--- config.mk ---
export PLATFORM = sky130hd
export DESIGN_NAME = nand_rr_ctrl
export DESIGN_NICKNAME = d
export VERILOG_FILES = /design/src/rtl/nand_rr_pkg.sv /design/src/rtl/nand_ref_table.sv /design/src/rtl/nand_wear_track.sv /design/src/rtl/nand_rr_ctrl.sv
export SDC_FILE = /design/constraint.sdc
export NUM_CORES = 1
export LEC_CHECK = 0
export BUFFER_PORTS_ARGS = -buffer_cell sky130_fd_sc_hd__buf_2
export CORE_UTILIZATION = 27
export DETAILED_ROUTE_END_ITERATION = 10
export PLACE_DENSITY = 0.49
export SLEW_MARGIN = 20
export SYNTH_ARGS = -nofsm -noshare
export SYNTH_HDL_FRONTEND = slang
export SYNTH_SLANG_ARGS = --single-unit
--- constraint.sdc ---
create_clock -name clk -period 7.2 [get_ports clk]
set_clock_uncertainty 0.15 [all_clocks]
set_input_delay 1.44 -clock clk [delete_from_list [all_inputs] [get_ports clk]]
set_output_delay 1.44 -clock clk [all_outputs]
set_load 0.05 [all_outputs]
--- src/rtl/nand_rr_pkg.sv ---
package nand_rr_pkg;

  typedef enum logic [3:0] {
    OP_RESET  = 4'd0,
    OP_RDID   = 4'd1,
    OP_RDSTAT = 4'd2,
    OP_ERASE  = 4'd3,
    OP_PROG   = 4'd4,
    OP_READ   = 4'd5,
    OP_SETREF = 4'd6,
    OP_GETREF = 4'd7,
    OP_WEAR   = 4'd8
  } host_op_e;

  typedef enum logic [2:0] {
    FL_RESET  = 3'd0,
    FL_RDID   = 3'd1,
    FL_RDSTAT = 3'd2,
    FL_ERASE  = 3'd3,
    FL_PROG   = 3'd4,
    FL_READ   = 3'd5
  } fl_op_e;

  typedef enum logic [2:0] {
    ST_IDLE,
    ST_ISSUE,
    ST_SETTLE,
    ST_WAIT,
    ST_CMP
  } ctl_state_e;

  // host codes that map one-to-one onto a device command
  function automatic logic is_flash_op(input logic [3:0] op);
    return op <= 4'd5;
  endfunction

  // device commands whose completion carries a word back
  function automatic logic returns_data(input fl_op_e f);
    return (f == FL_RDID) || (f == FL_RDSTAT) || (f == FL_READ);
  endfunction

  // device commands whose completion carries a pass/fail status
  function automatic logic reports_status(input fl_op_e f);
    return (f == FL_ERASE) || (f == FL_PROG);
  endfunction

  // population count used for the wear compare
  function automatic logic [6:0] ones64(input logic [63:0] v);
    logic [6:0] n;
    n = '0;
    for (int i = 0; i < 64; i++) n = n + 7'(v[i]);
    return n;
  endfunction

endpackage

--- src/rtl/nand_ref_table.sv ---
module nand_ref_table #(
  parameter int REF_W = 8,
  parameter int NREF  = 3,
  parameter int SEL_W = 2
) (
  input  logic                  clk,
  input  logic                  rst_n,
  input  logic                  wr_en,
  input  logic [SEL_W-1:0]      sel,
  input  logic [REF_W-1:0]      wr_val,
  output logic [REF_W-1:0]      rd_val,
  output logic                  sel_ok,
  output logic [NREF*REF_W-1:0] lvl
);

  assign sel_ok = 32'(sel) < 32'(NREF);

  for (genvar gi = 0; gi < NREF; gi++) begin : g_slot
    localparam logic [REF_W-1:0] DEF = REF_W'((gi + 1) << (REF_W - 2));
    logic [REF_W-1:0] val_q;
    always_ff @(posedge clk) begin
      if (!rst_n)                                val_q <= DEF;
      else if (wr_en && (sel == SEL_W'(gi)))     val_q <= wr_val;
    end
    assign lvl[gi*REF_W +: REF_W] = val_q;
  end

  always_comb begin
    rd_val = '0;
    for (int i = 0; i < NREF; i++)
      if (sel == SEL_W'(i)) rd_val = lvl[i*REF_W +: REF_W];
  end

endmodule

--- src/rtl/nand_wear_track.sv ---
module nand_wear_track
  import nand_rr_pkg::*;
#(
  parameter int DATA_W = 16,
  parameter int ITER_W = 8,
  parameter int ERR_W  = 5
) (
  input  logic              clk,
  input  logic              rst_n,
  input  logic              start,
  input  logic [ITER_W-1:0] iters,
  input  logic              cmp_fire,
  input  logic [DATA_W-1:0] rd_word,
  input  logic [DATA_W-1:0] pattern,
  output logic [ERR_W-1:0]  max_q,
  output logic [ERR_W-1:0]  max_next,
  output logic              last_iter
);

  logic [ITER_W-1:0] remain_q;
  logic [ERR_W-1:0]  err_cnt;

  assign err_cnt   = ERR_W'(ones64(64'(rd_word ^ pattern)));
  assign max_next  = (err_cnt > max_q) ? err_cnt : max_q;
  assign last_iter = (remain_q == ITER_W'(1));

  always_ff @(posedge clk) begin
    if (!rst_n) begin
      remain_q <= '0;
      max_q    <= '0;
    end else if (start) begin
      remain_q <= iters;
      max_q    <= '0;
    end else if (cmp_fire) begin
      remain_q <= remain_q - ITER_W'(1);
      max_q    <= max_next;
    end
  end

endmodule

--- src/rtl/nand_rr_ctrl.sv ---
module nand_rr_ctrl
  import nand_rr_pkg::*;
#(
  parameter  int DATA_W = 16,
  parameter  int ADDR_W = 12,
  parameter  int ITER_W = 8,
  parameter  int REF_W  = 8,
  parameter  int NREF   = 3,
  localparam int SEL_W  = $clog2(NREF + 1)
) (
  input  logic                  clk,
  input  logic                  rst_n,
  input  logic                  req_valid,
  output logic                  req_ready,
  input  logic [3:0]            req_op,
  input  logic [ADDR_W-1:0]     req_addr,
  input  logic [DATA_W-1:0]     req_wdata,
  input  logic [SEL_W-1:0]      req_ref_sel,
  input  logic [ITER_W-1:0]     req_iters,
  output logic                  rsp_valid,
  output logic                  rsp_fail,
  output logic [DATA_W-1:0]     rsp_data,
  output logic                  fl_cmd,
  output logic [2:0]            fl_op,
  output logic [ADDR_W-1:0]     fl_addr,
  output logic [DATA_W-1:0]     fl_wdata,
  output logic [NREF*REF_W-1:0] fl_ref_lvl,
  input  logic                  fl_rb,
  input  logic                  fl_fail,
  input  logic [DATA_W-1:0]     fl_rdata
);

  localparam int ERR_W = $clog2(DATA_W + 1);

  ctl_state_e        state;
  fl_op_e            fop_q;
  logic              wear_q;
  logic [ADDR_W-1:0] addr_q;
  logic [DATA_W-1:0] wdata_q;
  logic [DATA_W-1:0] rd_q;

  // named internal events
  logic accept;
  logic wr_ref;
  logic wear_start;
  logic cmp_fire;
  logic sel_ok;
  logic [REF_W-1:0] ref_rd;
  logic [ERR_W-1:0] max_q;
  logic [ERR_W-1:0] max_next;
  logic             last_iter;

  assign req_ready  = (state == ST_IDLE);
  assign accept     = req_valid && req_ready;
  assign wr_ref     = accept && (req_op == OP_SETREF) && sel_ok;
  assign wear_start = accept && (req_op == OP_WEAR);
  assign cmp_fire   = (state == ST_CMP);

  assign fl_cmd   = (state == ST_ISSUE);
  assign fl_op    = fop_q;
  assign fl_addr  = addr_q;
  assign fl_wdata = wdata_q;

  nand_ref_table #(.REF_W(REF_W), .NREF(NREF), .SEL_W(SEL_W)) u_refs (
    .clk    (clk),
    .rst_n  (rst_n),
    .wr_en  (wr_ref),
    .sel    (req_ref_sel),
    .wr_val (req_wdata[REF_W-1:0]),
    .rd_val (ref_rd),
    .sel_ok (sel_ok),
    .lvl    (fl_ref_lvl)
  );

  nand_wear_track #(.DATA_W(DATA_W), .ITER_W(ITER_W), .ERR_W(ERR_W)) u_wear (
    .clk       (clk),
    .rst_n     (rst_n),
    .start     (wear_start),
    .iters     (req_iters),
    .cmp_fire  (cmp_fire),
    .rd_word   (rd_q),
    .pattern   (wdata_q),
    .max_q     (max_q),
    .max_next  (max_next),
    .last_iter (last_iter)
  );

  always_ff @(posedge clk) begin
    if (!rst_n) begin
      state     <= ST_IDLE;
      fop_q     <= FL_RESET;
      wear_q    <= 1'b0;
      addr_q    <= '0;
      wdata_q   <= '0;
      rd_q      <= '0;
      rsp_valid <= 1'b0;
      rsp_fail  <= 1'b0;
      rsp_data  <= '0;
    end else begin
      rsp_valid <= 1'b0;
      unique case (state)
        ST_IDLE: begin
          if (accept) begin
            addr_q  <= req_addr;
            wdata_q <= req_wdata;
            if (is_flash_op(req_op)) begin
              fop_q  <= fl_op_e'(req_op[2:0]);
              wear_q <= 1'b0;
              state  <= ST_ISSUE;
            end else if (req_op == OP_SETREF) begin
              rsp_valid <= 1'b1;
              rsp_fail  <= !sel_ok;
              rsp_data  <= '0;
            end else if (req_op == OP_GETREF) begin
              rsp_valid <= 1'b1;
              rsp_fail  <= !sel_ok;
              rsp_data  <= sel_ok ? DATA_W'(ref_rd) : '0;
            end else if (req_op == OP_WEAR) begin
              if (req_iters == '0) begin
                rsp_valid <= 1'b1;
                rsp_fail  <= 1'b0;
                rsp_data  <= '0;
              end else begin
                wear_q <= 1'b1;
                fop_q  <= FL_ERASE;
                state  <= ST_ISSUE;
              end
            end else begin
              rsp_valid <= 1'b1;
              rsp_fail  <= 1'b1;
              rsp_data  <= '0;
            end
          end
        end
        ST_ISSUE:  state <= ST_SETTLE;
        ST_SETTLE: state <= ST_WAIT;
        ST_WAIT: begin
          if (fl_rb) begin
            if (!wear_q) begin
              rsp_valid <= 1'b1;
              rsp_fail  <= reports_status(fop_q) && fl_fail;
              rsp_data  <= returns_data(fop_q) ? fl_rdata : '0;
              state     <= ST_IDLE;
            end else if (fop_q == FL_READ) begin
              rd_q  <= fl_rdata;
              state <= ST_CMP;
            end else if (fl_fail) begin
              rsp_valid <= 1'b1;
              rsp_fail  <= 1'b1;
              rsp_data  <= DATA_W'(max_q);
              state     <= ST_IDLE;
            end else begin
              fop_q <= (fop_q == FL_ERASE) ? FL_PROG : FL_READ;
              state <= ST_ISSUE;
            end
          end
        end
        ST_CMP: begin
          if (last_iter) begin
            rsp_valid <= 1'b1;
            rsp_fail  <= 1'b0;
            rsp_data  <= DATA_W'(max_next);
            state     <= ST_IDLE;
          end else begin
            fop_q <= FL_ERASE;
            state <= ST_ISSUE;
          end
        end
        default: state <= ST_IDLE;
      endcase
    end
  end

endmodule

==> flow_summary.json, run 1 <==
{
  "crit_required_ns": 7.27,
  "reg2reg_depth": 16,
  "antenna_found_initial": 1,
  "first_global_vias": 4363,
  "grt_max_degree": 69,
  "drc": 0,
  "grt_pass1_wl_um": 25100,
  "port_buffers": 137,
  "fin_nets": 822,
  "ant_nets": 0,
  "cts_tree": "done",
  "cts.path.max_buffers": 2,
  "area_delta_synth_final_pct": 22.9,
  "fp.dieH_um": 143,
  "async_reset_ff_frac": 0,
  "finalHoldViolations": 0,
  "clock_latency_ns": 0.36,
  "synth_fp_nets": 703,
  "cts-root-buf": "clkbuf_16",
  "firstDrtPassIters": 4,
  "synth_warnings": 0,
  "r2r_end": "rsp_data[4]",
  "mostFrequentLayoutCell": "buf_2",
  "place_hpwl_um": 12000,
  "rsz0062_at_grt": "no",
  "outcome": "completed",
  "cp_data_arrival_time_ns": 6.36,
  "drt-vias-per-instance": 4.68,
  "hp-start": "fl_addr[5]",
  "num_vias": 4715,
  "core_region_area_mm2": 0.0194,
  "drt_wl_total_um": 16100,
  "dieArea_mm2": 0.0203,
  "mostFrequentLayoutCells": "137 x buf_2, 117 x nand2_1, 106 x dfxtp_1",
  "r2r_slack_ns": 0.90,
  "synth_area_mm2": 0.00533,
  "slew_violations": 0,
  "start_kind": "register",
  "hold_path_end": "fl_addr[5]",
  "synthCells": 618,
  "die_x_um": 143,
  "period_needed_ns": 6.30,
  "maxCapViolCount": 0,
  "ioPinCount": 138,
  "cts_buffers": 9,
  "post-cts-setup-buffers": 0,
  "place.gp.congestion": 0.829,
  "holdCritPathClass": "reg2reg",
  "hold_buffers": 0,
  "yosysSeqAreaShare": 0.398,
  "power_leakage_nw": 2.82,
  "synth_edf_count": 0,
  "fill_cells": 2110,
  "maxSlewHeadroom": 0.383,
  "drive_gt1_frac": 0.226,
  "synth_cell_types": 52,
  "synth-seq-cells": 106,
  "clk_pin_slew_ns": 0.08,
  "vdd_drop_max_uv": 119,
  "cts.sink_count": 106,
  "diodes": 0,
  "crit_type": "reg2reg",
  "grt-ovfl-total": 0,
  "timing.fmax_mhz": 159,
  "holdPathStages": 2,
  "reg2reg_from": "fl_wdata[3]",
  "p_per_area_mw_per_mm2": 248,
  "wl_per_cell_um": 16.0,
  "row_count": 51,
  "syn_area_per_cell_um2": 8.63,
  "worst_pin_slew_ns": 0.922,
  "drt_iter0_markers": 286,
  "ys.flop_type": "dfxtp_1",
  "cp_max_fo": 7,
  "final_util": 0.338,
  "end_kind": "register",
  "globalRouteTotalUtil": 0.164,
  "finalSetupViolations": 0,
  "post_cts_resized": 0,
  "tns_ns": 0,
  "timing.final.crit_share": 0.875,
  "cts_max_level": 3,
  "initial_core_util": 0.275
}
## worst max-delay path by stage
stage	cells past startpoint	endpoint	from	slack, ns
2_1_floorplan	16	rsp_data[4]	fl_wdata[2]	1.05
3_3_place_gp	16	rsp_data[4]	fl_wdata[2]	1.02
3_5_place_dp	16	rsp_data[4]	fl_wdata[2]	0.93
4_1_cts	16	rsp_data[4]	fl_wdata[3]	0.92
5_1_grt	16	rsp_data[4]	fl_wdata[2]	0.48
6_report	16	rsp_data[4]	fl_wdata[3]	0.90
## worst max-delay path, cell delays in order (launching register included)
cell and delay (ns):
dfxtp_1 0.38, xor2_1 0.20, fa_1 0.48, fa_1 0.53, fa_1 0.54, inv_1 0.05, fa_1 0.50, fa_1 0.46
fa_1 0.41, xnor2_1 0.30, ha_1 0.32, and4b_1 0.22, a2111oi_2 0.70, nor2_1 0.21, mux2_2 0.32, a221oi_1 0.29
a21oi_1 0.10
## per-layer routing
layer,up-vias,share of wire,track usage
met2,111,0.45,0.248
met5,-,0,0
met1,2212,0.48,0.229
met4,0,0.014,0.0594
li1,2376,-,-
met3,16,0.059,0.0323
## kinds of logic (layout without fill, tap and decap cells)
kind of cell,after synthesis,count (layout),synth area share
compound gates,133,133,0.175
xor+xnor,20,20,0.0328
fa+ha+maj,22,22,0.0657
mux,37,37,0.0697
flops,106,106,0.398
buf+inv,50,174,0.0357
simple gates,250,250,0.223
## cell type report
class | count | area (um2) | area share
Clock buffer | 10 | 229 | 0.0349
Clock inverter | 6 | 51.3 | 0.00783
Inverter | 15 | 56.3 | 0.00859
Multi-Input combinational cell | 462 | 3030 | 0.463
Sequential cell | 106 | 2120 | 0.324
Tap cell | 265 | 332 | 0.0506
Timing Repair Buffer | 143 | 731 | 0.111
## Yosys cell counts, types with 2 or more instances
cell type | instances | area share
o21a_1 | 2 | 0.0028
a32oi_1 | 3 | 0.0049
a222oi_1 | 3 | 0.0056
a221oi_1 | 7 | 0.011
nand3_1 | 32 | 0.030
fa_1 | 10 | 0.038
mux2i_1 | 36 | 0.068
ha_1 | 12 | 0.028
a31oi_1 | 5 | 0.0059
a21oi_1 | 13 | 0.012
a21boi_0 | 57 | 0.080
nand2b_1 | 5 | 0.0059
xor2_1 | 15 | 0.025
nor3b_1 | 7 | 0.0099
nor2_1 | 36 | 0.025
nor4_1 | 7 | 0.0082
and2_1 | 2 | 0.0023
o211a_1 | 4 | 0.0075
clkbuf_1 | 31 | 0.022
o21ai_0 | 28 | 0.026
dfxtp_1 | 106 | 0.40
a211oi_1 | 2 | 0.0028
nor2b_1 | 24 | 0.028
nand3b_1 | 2 | 0.0028
buf_2 | 2 | 0.0019
xnor2_1 | 5 | 0.0082
inv_1 | 15 | 0.011
nand2_1 | 117 | 0.082
or2_2 | 2 | 0.0023
nor3_1 | 5 | 0.0047
buf_1 | 2 | 0.0014
## sequential cells by signal, summed over array words and instances (netlist names)
name	cells
fl_op	3
rd_q	16
rsp_fail	1
rsp_valid	1
wear_q	1
u_wear.remain_q	8
fl_addr	12
u_wear.max_q	5
u_refs.g_slot.val_q	24
fl_wdata	16
state	3
rsp_data	16
## through the flow
stage	hold slack [ns]	area [um2]	std cells	worst slack [ns]	power, mW
2_1_floorplan	0.305	5330	618	1.05	1.03
3_3_place_gp	0.302	6270	991	1.02	1.16
3_5_place_dp	0.307	6270	991	0.931	1.16
4_1_cts	0.318	6550	1007	0.925	1.65
5_1_grt	0.346	6550	1007	0.477	1.72
6_report	0.310	6550	1007	0.902	1.63
## report_power, final
group | total, mW | switching [mW] | leakage [nW] | internal, mW
sequential | 0.634 | 0.0219 | 0.861 | 0.612
clock | 0.483 | 0.243 | 0.127 | 0.240
combinational | 0.509 | 0.329 | 1.84 | 0.179
Power figures use the tool's default switching activity.
==> inputs of run 2 (changes only) <==
--- a/config.mk
+++ b/config.mk
@@ -8,7 +8,7 @@
 export BUFFER_PORTS_ARGS = -buffer_cell sky130_fd_sc_hd__buf_2
 export CORE_UTILIZATION = 27
 export DETAILED_ROUTE_END_ITERATION = 10
-export PLACE_DENSITY = 0.49
+export PLACE_DENSITY = 0.51
 export SLEW_MARGIN = 20
 export SYNTH_ARGS = -nofsm -noshare
 export SYNTH_HDL_FRONTEND = slang
==> constraint.sdc (replaced) <==
create_clock -name clk -period 5.4 [get_ports clk]
set_clock_uncertainty 0.15 [all_clocks]
set_input_delay 1.08 -clock clk [delete_from_list [all_inputs] [get_ports clk]]
set_output_delay 1.08 -clock clk [all_outputs]
set_load 0.05 [all_outputs]
==> run 2 against run 1 <==
Compared with the run above:
- the flow now finishes with violations (setup timing)
- via count is essentially flat
- core utilization grew 1.1 points
- fmax grew 16%
- die area is the same
- setup slack lost 0.92 ns
- register-to-register slack lost 0.92 ns
- hold slack lost 0.0016 ns
- sequential share of layout area shrank 0.61 points
- sequential cell count is the same
==> flow_summary.json, run 2 (synthesis gave the netlist of run 1 again) <==
{
  "drc": 0,
  "place_hpwl_um": 12200,
  "cp_data_arrival_time_ns": 5.48,
  "final-seq-area_mm2": 0.00215,
  "fp.dieH_um": 143,
  "mostFrequentLayoutCell": "buf_2",
  "max_stage_delay_ns": 0.51,
  "drive_gt1_frac": 0.269,
  "timing.fmax_mhz": 185,
  "period_needed_ns": 5.42,
  "start_kind": "register",
  "cts.path.max_buffers": 2,
  "ant_nets": 0,
  "num_vias": 4712,
  "final_util": 0.349,
  "port_buffers": 137,
  "cp_max_fo": 3,
  "firstDrtPassIters": 4,
  "cts_tree": "done",
  "p_per_area_mw_per_mm2": 340,
  "outcome": "finished with violations",
  "mostFrequentLayoutCells": "137 x buf_2, 115 x nand2_1, 97 x dfxtp_1",
  "clk_pin_slew_ns": 0.08,
  "fill_cells": 2082,
  "timing.final.crit_share": 1.00,
  "drt_iter0_markers": 225,
  "slew_violations": 0,
  "largest_reg_flops": 24,
  "maxSlewHeadroom": 0.376,
  "rsz0062_at_grt": "yes",
  "holdCritPathClass": "reg2reg",
  "slowest_stage": "fa_1",
  "globalRouteTotalUtil": 0.167,
  "vdd_drop_max_uv": 173,
  "grt_max_degree": 44,
  "end_kind": "register",
  "cts_buffers": 9,
  "crit_chain": "xor2_2, fa_1, fa_1, fa_1, inv_1, fa_1, fa_2, fa_2, xnor2_2, ha_1, a21o_1, a2111oi_4, nor2_2, mux2_4, a221oi_2, a21oi_1",
  "cts.sink_count": 106,
  "worst_pin_slew_ns": 0.933,
  "first_global_vias": 4550,
  "grt_pass1_wl_um": 25900,
  "cts_max_level": 3,
  "drt-vias-per-instance": 4.62,
  "violations": "setup timing",
  "ioPinCount": 138,
  "multi_input_area_mm2": 0.00312,
  "area_delta_synth_final_pct": 26.8,
  "grt-ovfl-total": 0,
  "core_region_area_mm2": 0.0194,
  "place.gp.congestion": 0.818,
  "row_count": 51,
  "maxCapViolCount": 0,
  "dieArea_mm2": 0.0203,
  "cts-root-buf": "clkbuf_16",
  "power_leakage_nw": 2.91,
  "die_x_um": 143,
  "cp_common_cell": "fa_1",
  "wl_per_cell_um": 16.1,
  "total_power_mw": 2.30,
  "crit_type": "reg2reg",
  "fin_nets": 835,
  "initial_core_util": 0.275,
  "antenna_found_initial": 0,
  "finalHoldViolations": 0,
  "finalSetupViolations": 1,
  "clock_latency_ns": 0.35,
  "largest_register": "u_refs.g_slot.val_q",
  "crit_required_ns": 5.46,
  "tns_ns": -0.0150,
  "drt_wl_total_um": 16400,
  "timing.final.ws_setup_ns": -0.0150,
  "diodes": 0
}
run 2: area by class of cell:
cell class / instances / share of cell area
clock buffers: 9 / 0.0333
clock inverters: 7 / 0.00666
inverters: 15 / 0.00833
multi-input cells: 462 / 0.462
flip-flops and latches: 106 / 0.318
well taps: 265 / 0.0490
repair buffers: 156 / 0.123
run 2: routing by layer:
metal	wire, um	up-vias	share of wire	global-route usage
met1	7900	2208	0.48	0.232
met2	7380	101	0.45	0.255
met5	0	-	0	0
met3	905	14	0.055	0.0377
li1	-	2389	-	-
met4	225	0	0.014	0.0526
run 2: critical path: cells and delay by family (launching register included):
family / cells / cell delay (ns)
buf+inv: 1 / 0.05
xor+xnor: 2 / 0.33
compound gates: 4 / 0.94
flops: 1 / 0.34
fa+ha+maj: 7 / 3.07
simple gates: 1 / 0.09
mux: 1 / 0.31
run 2: final timing paths:
check	from	to	slack, ns	cells after the start
worst max register to register	rd_q[9]	rsp_data[4]	-0.02	16
worst min-delay path	fl_addr[1]	fl_addr[1]	0.31	2
worst max-delay path	rd_q[9]	rsp_data[4]	-0.02	16
worst min register to register	fl_addr[1]	fl_addr[1]	0.31	2
run 2: through the flow:
| stage | hold slack, ns | instance area, um2 | setup WS, ns | cells |
|---|---|---|---|---|
| floorplan | 0.305 | 5430 | -0.0195 | 618 |
| global placement | 0.299 | 6450 | -0.0600 | 1002 |
| detailed placement | 0.303 | 6450 | -0.133 | 1002 |
| CTS | 0.314 | 6730 | -0.0108 | 1018 |
| global route | 0.338 | 6760 | -0.172 | 1020 |
| finish | 0.309 | 6760 | -0.0150 | 1020 |
run 2: report_power, final:
group,switching (mW),internal (mW),total (mW)
combinational,0.481,0.338,0.818
sequential,0.0297,0.816,0.846
clock,0.323,0.312,0.635
run 2: what timing repair did:
action	CTS	global route
buffers inserted	0	2
gates resized for setup	2	6
hold buffers	0	0
setup endpoints to repair	5	10
cloned	0	0
hold endpoints to repair	0	0
pin swaps	1	4
